**config.mk**
```make
export PLATFORM = sky130hd
export DESIGN_NAME = synth_core
export DESIGN_NICKNAME = d
export VERILOG_FILES = /design/src/rtl/synth_pkg.sv /design/src/rtl/synth_ref_div.sv /design/src/rtl/synth_n_div.sv /design/src/rtl/synth_pfd.sv /design/src/rtl/synth_lock.sv /design/src/rtl/synth_core.sv
export SDC_FILE = /design/constraint.sdc
export NUM_CORES = 1
export LEC_CHECK = 0
export ABC_AREA = 1
export CAP_MARGIN = 20
export CORE_MARGIN = 1
export CORE_UTILIZATION = 30
export CTS_CLUSTER_SIZE = 12
export DETAILED_ROUTE_END_ITERATION = 10
export DONT_BUFFER_PORTS = 1
export PLACE_DENSITY = 0.52
export SYNTH_ARGS = -nofsm -noshare
export SYNTH_HDL_FRONTEND = slang
export SYNTH_SLANG_ARGS = --single-unit
```
**constraint.sdc**
```tcl
create_clock -name clk_i -period 4.2 [get_ports clk_i]
set_clock_uncertainty 0.1 [all_clocks]
set_input_delay 0.42 -clock clk_i [delete_from_list [all_inputs] [get_ports clk_i]]
set_output_delay 0.42 -clock clk_i [all_outputs]
set_load 0.01 [all_outputs]
```
**src/rtl/synth_pkg.sv**
```systemverilog
package synth_pkg;

    // Step-size select encoding as seen on the mode input
    typedef enum logic {
        STEP_FINE   = 1'b0,   // long reference period, full-width divisor
        STEP_COARSE = 1'b1    // short reference period, top divisor bit dropped
    } step_mode_e;

    // Depth of the RF sampling chain: two synchronizer stages plus one
    // history stage for edge detection
    localparam int RF_CHAIN = 3;

endpackage

```
**src/rtl/synth_ref_div.sv**
```systemverilog
module synth_ref_div
    import synth_pkg::*;
#(
    parameter int BASE_LOG2 = 9
) (
    input  logic clk_i,
    input  logic rst_i,
    input  logic mode_i,
    output logic pulse_o
);

    localparam int CW = BASE_LOG2 + 1;
    localparam logic [CW-1:0] LAST_COARSE = {1'b0, {BASE_LOG2{1'b1}}};
    localparam logic [CW-1:0] LAST_FINE   = {CW{1'b1}};

    typedef struct packed {
        logic [CW-1:0] cnt;
        logic          pulse;
    } ref_st_t;

    ref_st_t   st_d, st_q;
    logic [CW-1:0] last;

    always_comb begin
        last = (step_mode_e'(mode_i) == STEP_COARSE) ? LAST_COARSE : LAST_FINE;
        st_d       = st_q;
        st_d.pulse = (st_q.cnt == last);
        st_d.cnt   = (st_q.cnt >= last) ? '0 : st_q.cnt + CW'(1);
    end

    always_ff @(posedge clk_i) begin
        if (rst_i) st_q <= '0;
        else       st_q <= st_d;
    end

    assign pulse_o = st_q.pulse;

    // the reference pulse never lasts two cycles
    p_ref_single_r1: assert property (@(posedge clk_i) disable iff (rst_i)
        st_q.pulse |=> !st_q.pulse);

    // a pulse always coincides with a freshly wrapped count
    p_ref_wrap_r1: assert property (@(posedge clk_i) disable iff (rst_i)
        st_q.pulse |-> (st_q.cnt == '0));

endmodule

```
**src/rtl/synth_n_div.sv**
```systemverilog
module synth_n_div
    import synth_pkg::*;
#(
    parameter int DIV_W = 15
) (
    input  logic             clk_i,
    input  logic             rst_i,
    input  logic             rf_i,
    input  logic             mode_i,
    input  logic [DIV_W-1:0] div_i,
    output logic             pulse_o
);

    typedef struct packed {
        logic [RF_CHAIN-1:0] chain;
        logic [DIV_W-1:0]    cnt;
        logic                pulse;
    } ndiv_st_t;

    ndiv_st_t          st_d, st_q;
    logic              rise;
    logic [DIV_W-1:0]  eff;
    logic [DIV_W-1:0]  reload;

    always_comb begin
        // divisor actually in force for the next cycle
        eff = div_i;
        if (step_mode_e'(mode_i) == STEP_COARSE) eff[DIV_W-1] = 1'b0;
        reload = (eff < DIV_W'(2)) ? DIV_W'(1) : eff - DIV_W'(1);

        rise = st_q.chain[1] & ~st_q.chain[2];

        st_d       = st_q;
        st_d.chain = {st_q.chain[RF_CHAIN-2:0], rf_i};
        st_d.pulse = 1'b0;
        if (rise) begin
            if (st_q.cnt == '0) begin
                st_d.pulse = 1'b1;
                st_d.cnt   = reload;
            end else begin
                st_d.cnt   = st_q.cnt - DIV_W'(1);
            end
        end
    end

    always_ff @(posedge clk_i) begin
        if (rst_i) st_q <= '0;
        else       st_q <= st_d;
    end

    assign pulse_o = st_q.pulse;

    // the count only moves on a detected RF edge
    p_cnt_hold_r5: assert property (@(posedge clk_i) disable iff (rst_i)
        !rise |=> $stable(st_q.cnt));

    // minimum divisor of two keeps pulses apart
    p_pulse_single_r4: assert property (@(posedge clk_i) disable iff (rst_i)
        st_q.pulse |=> !st_q.pulse);

    // coarse mode never loads the dropped top bit
    p_load_narrow_r3: assert property (@(posedge clk_i) disable iff (rst_i)
        (rise && st_q.cnt == '0 && mode_i) |=> !st_q.cnt[DIV_W-1]);

    // a completed cycle is reported on the following edge
    p_pulse_follows_r2: assert property (@(posedge clk_i) disable iff (rst_i)
        (rise && st_q.cnt == '0) |=> st_q.pulse);

endmodule

```
**src/rtl/synth_pfd.sv**
```systemverilog
module synth_pfd (
    input  logic clk_i,
    input  logic rst_i,
    input  logic ref_i,
    input  logic fb_i,
    output logic up_o,
    output logic dn_o
);

    typedef struct packed {
        logic up;
        logic dn;
    } pfd_st_t;

    pfd_st_t st_d, st_q;

    always_comb begin
        st_d.up = st_q.up | ref_i;
        st_d.dn = st_q.dn | fb_i;
        if (st_d.up && st_d.dn) begin
            st_d.up = 1'b0;
            st_d.dn = 1'b0;
        end
    end

    always_ff @(posedge clk_i) begin
        if (rst_i) st_q <= '0;
        else       st_q <= st_d;
    end

    assign up_o = st_q.up;
    assign dn_o = st_q.dn;

    p_no_overlap_r6: assert property (@(posedge clk_i) disable iff (rst_i)
        !(st_q.up && st_q.dn));

    p_up_set_r6: assert property (@(posedge clk_i) disable iff (rst_i)
        (ref_i && !fb_i && !st_q.dn) |=> st_q.up);

    p_cancel_r6: assert property (@(posedge clk_i) disable iff (rst_i)
        (st_q.up && fb_i) |=> (!st_q.up && !st_q.dn));

endmodule

```
**src/rtl/synth_lock.sv**
```systemverilog
module synth_lock #(
    parameter int LOCK_PERIODS = 4,
    parameter int LOCK_WIDTH   = 2
) (
    input  logic clk_i,
    input  logic rst_i,
    input  logic ref_i,
    input  logic up_i,
    input  logic dn_i,
    output logic lock_o
);

    localparam int WW = $clog2(LOCK_WIDTH + 1);
    localparam int GW = $clog2(LOCK_PERIODS + 1);

    typedef struct packed {
        logic [WW-1:0] wid;    // prior consecutive active cycles
        logic [GW-1:0] good;   // clean periods in a row
        logic          bad;    // current period has seen a violation
    } lock_st_t;

    lock_st_t st_d, st_q;
    logic     active;
    logic     viol;

    always_comb begin
        active = up_i | dn_i;
        viol   = active && (st_q.wid >= WW'(LOCK_WIDTH));

        st_d = st_q;
        if (!active)    st_d.wid = '0;
        else if (!viol) st_d.wid = st_q.wid + WW'(1);

        if (ref_i) begin
            st_d.bad = 1'b0;
            if (st_q.bad || viol)                    st_d.good = '0;
            else if (st_q.good != GW'(LOCK_PERIODS)) st_d.good = st_q.good + GW'(1);
        end else begin
            st_d.bad = st_q.bad | viol;
            if (viol) st_d.good = '0;
        end
    end

    always_ff @(posedge clk_i) begin
        if (rst_i) st_q <= '0;
        else       st_q <= st_d;
    end

    assign lock_o = (st_q.good == GW'(LOCK_PERIODS));

    p_lock_drop_r9: assert property (@(posedge clk_i) disable iff (rst_i)
        viol |=> !lock_o);

    p_lock_rise_r8: assert property (@(posedge clk_i) disable iff (rst_i)
        $rose(lock_o) |-> $past(ref_i));

endmodule

```
**src/rtl/synth_core.sv**
```systemverilog
module synth_core
    import synth_pkg::*;
#(
    parameter int REF_BASE_LOG2 = 9,
    parameter int DIV_W         = 15,
    parameter int LOCK_PERIODS  = 4,
    parameter int LOCK_WIDTH    = 2
) (
    input  logic             clk_i,
    input  logic             rst_i,
    input  logic             rf_i,
    input  logic [DIV_W-1:0] div_i,
    input  logic             mode_i,
    input  logic             pump_dis_i,
    output logic             fref_o,
    output logic             fdiv_o,
    output logic             up_o,
    output logic             dn_o,
    output logic             lock_oe_o
);

    logic fref;
    logic fdiv;
    logic up_raw;
    logic dn_raw;

    synth_ref_div #(.BASE_LOG2(REF_BASE_LOG2)) u_ref (
        .clk_i   (clk_i),
        .rst_i   (rst_i),
        .mode_i  (mode_i),
        .pulse_o (fref)
    );

    synth_n_div #(.DIV_W(DIV_W)) u_ndiv (
        .clk_i   (clk_i),
        .rst_i   (rst_i),
        .rf_i    (rf_i),
        .mode_i  (mode_i),
        .div_i   (div_i),
        .pulse_o (fdiv)
    );

    synth_pfd u_pfd (
        .clk_i (clk_i),
        .rst_i (rst_i),
        .ref_i (fref),
        .fb_i  (fdiv),
        .up_o  (up_raw),
        .dn_o  (dn_raw)
    );

    synth_lock #(
        .LOCK_PERIODS (LOCK_PERIODS),
        .LOCK_WIDTH   (LOCK_WIDTH)
    ) u_lock (
        .clk_i  (clk_i),
        .rst_i  (rst_i),
        .ref_i  (fref),
        .up_i   (up_raw),
        .dn_i   (dn_raw),
        .lock_o (lock_oe_o)
    );

    assign fref_o = fref;
    assign fdiv_o = fdiv;
    assign up_o   = up_raw & ~pump_dis_i;
    assign dn_o   = dn_raw & ~pump_dis_i;

endmodule

```
==> run metrics <==
status finished, final reports clean; Min-Delay Path Depth 1; cell-internal power 671 uW; Clk pin slew, worst setup/hold paths 0.09 ns; Starting Density 0.312; GRT Total Usage 0.146; I/O Pins 25; CTS Sinks 38; Critical Path RT 4.35 ns; buffers and inverters on the worst path 3; initial antenna violation count 0; # rows 32; Leak 0.00120 uW; CTS tree done; WL per Instance 11.0 microns; Worst Setup End Kind register; hold endpoint u_ndiv.st_d[18]$_SDFF_PP0_; Final Hold Vio Count 0; most instantiated cells after synthesis 99 x nand2_1, 75 x nor2_1, 56 x inv_1, 38 x dfxtp_1, 30 x nand3_1; crit-path most repeated cell inv_1; switching pwr 274 uW; Startpoint Class register; area of the multi-input gates 1410 sq um; leading area contributor after synthesis dfxtp_1; Worst R2R Start u_ndiv.st_q[1]$_SDFFE_PP0P_; Tightest Hold Check Type in -> reg; gr ovfl total 0; Area Growth Syn to Fin 9.67%; Pre-antenna DRT Iters 4; post-synthesis sequential area ratio 0.314; diodes inserted 0; fill count 891; most common cell in the netlist nand2_1; Die H 91.8 microns; RSZ-0062 raised after global routing no; Post-synth top flop dfxtp_1; Port Buffers 0; Reg2Reg Depth 10; Fin Setup TNS 0 ns; Max Clk Rate 0.559 GHz; reg-to-reg slack, setup 2.41 ns; Netlist Area Pre-Place 2420 sq um; worst-case clock buffer depth 2; Yosys Warn Count 0; post-route ant nets 0; Num CTS Buffers 5; Final period util 0.426; die area 8430 sq um; chip width 91.8 microns; Pins Over Slew Limit 0; pwr/cell area 356 nW/um^2; GPL Wtd Cong 0.852; mean post-synth cell area 6.11 sq um; vias in the first global route 2,140; drt initial violations 134; fraction of layout cells with a size suffix above 1 0.0603; sequential cell area 761 sq um; root buffer cell clkbuf_8; net count reported at finish 424; Most Crowded Layer GR met2; worst vdd ir 0.000152 V; Synth top area share 0.314; PostCTS Resize Cnt 0; Gate power share 0.190; ys async rst share 0; max cap viols 0; syn_nets 423; critical path cell sequence inv_1, ha_1, inv_1, nor2_2, nand3_4, nor2_4, nand2_1, nand3_1, nand2_1, inv_1; Vias 2,277; H-tree levels 2; actual slew at the worst max-slew pin 0.479 ns; FF+latch count, synth 38; Clk network pwr share 0.404; final hold slack 0.0774 ns; drt drc 0; grt met3 use 0.0290; Crit Path Max Fanout 14; post-DP HPWL 4290 microns; met2 GRT Util 0.231; Post-CTS Setup Bufs 0; ranking of synthesized cells by area dfxtp_1 31%, nand2_1 15%, nor2_1 12%, inv_1 8.7%, nand3_1 6.2%; Distinct cells, synth 31; FF-to-FF End u_ndiv.st_q[13]$_SDFFE_PP0P_; CP max stage delay 0.30 ns; EDFF count, synth 0; met1 Use GR 0.201; Hold Startpoint rst_i; Crit Path Class reg -> reg; worst rel slew slack 0.681; CP top delay family simple AND/OR/NAND/NOR gates; cells after synthesis 396; clock latency on the worst-skew pair 0.30 ns; core area 7770 sq um; final setup fails 0; crit path DAT 1.93 ns; largest net degree at the start of global routing 17; vias per std cell 4.55; final wirelength 5520 microns; CP max stage cell dfxtp_1; first-pass GRT wire length 9960 microns; Net Sw Frac 0.290; Tmin final 1.79 ns; Flop pwr share 0.406; CTS Hold Buffers Added 0
-- power by group through the flow --
stage	combinational (uW)	sequential [uW]	clock [uW]
final	180	384	382
after global routing	207	385	408
after detailed placement	179	392	0
after floorplan	151	389	0
after global placement	179	392	0
after CTS	181	383	390
-- layer usage --
metal	routed length [microns]	part of all wire	vias to the layer above
li1	-	-	1238
met1	2830	0.51	994
met2	2420	0.44	38
met3	208	0.038	7
met4	61	0.011	0
met5	0	0	-
-- cells in the final DEF (no fill, tap or decap), types with 4 or more instances in the layout --
cell	netlist	layout
a21oi_1	18	18
ha_1	7	7
nor2_2	9	9
nor3_1	6	6
dfxtp_1	38	38
nand4_1	4	4
inv_1	56	56
xor2_1	5	5
o21ai_0	20	20
clkbuf_8	0	5
nand3_1	30	30
xnor2_1	5	5
nor2_1	75	75
nand2_1	99	99
-- cell families (layout without fill, tap and decap cells) --
kind of cell / Yosys count / in the layout / synth area share
flip-flops: 38 / 38 / 0.314
buffers and inverters: 64 / 66 / 0.103
XOR/XNOR: 10 / 10 / 0.0362
adder cells (fa/ha/maj): 7 / 7 / 0.0362
AO/OA/AOI/OAI: 45 / 45 / 0.100
AND/OR/NAND/NOR: 232 / 232 / 0.410
-- registers in the layout, indices dropped and copies added, names as in the netlist --
signal,count
u_ndiv.st_q,16
u_ref.st_q,10
u_lock.st_q,6
u_ndiv.st_d,2
u_ndiv.pulse_o,1
u_pfd.dn_o,1
u_pfd.up_o,1
u_ref.pulse_o,1
-- how the worst max path moves through the flow --
stage,from,to,slack (ns),depth (start not counted)
global route,u_ref.st_q[1]$_SDFF_PP0_,u_ref.st_q[3]$_SDFF_PP0_,2.28,8
global placement,div_i[0],u_ndiv.st_q[15]$_SDFFE_PP0P_,2.41,8
detailed placement,u_ndiv.st_q[1]$_SDFFE_PP0P_,u_ndiv.st_q[15]$_SDFFE_PP0P_,2.42,8
floorplan,div_i[0],u_ndiv.st_q[11]$_SDFFE_PP0P_,2.65,11
CTS,u_ndiv.st_q[1]$_SDFFE_PP0P_,u_ndiv.st_q[14]$_SDFFE_PP0P_,2.40,10
finish,u_ndiv.st_q[1]$_SDFFE_PP0P_,u_ndiv.st_q[13]$_SDFFE_PP0P_,2.41,10
-- through the flow --
step           utilization  power (uW)  area [sq um]  worst slack [ns]  std cells
3_5_place_dp         0.324         571          2520              2.42        492
6_report             0.342         945          2650              2.41        500
4_1_cts              0.342         954          2650              2.40        500
3_3_place_gp         0.324         571          2520              2.41        492
5_1_grt              0.342        1000          2650              2.28        500
2_1_floorplan            -         540          2420              2.65        396
-- worst register-to-register path, delay by kind of cell, from the launching register on --
family,cells,cell delay (ns)
adder cells (fa/ha/maj),1,0.23
buffers and inverters,3,0.22
flip-flops,1,0.30
AND/OR/NAND/NOR,6,0.89
-- area by class of cell --
cell class                 count  area share
clock buffer                   5      0.0259
sequential                    38       0.287
tap                          102      0.0481
clock inverter                 3      0.0259
multi-input combinational    294       0.531
inverter                      58      0.0820
No activity file was read; power rests on OpenSTA's default activity.
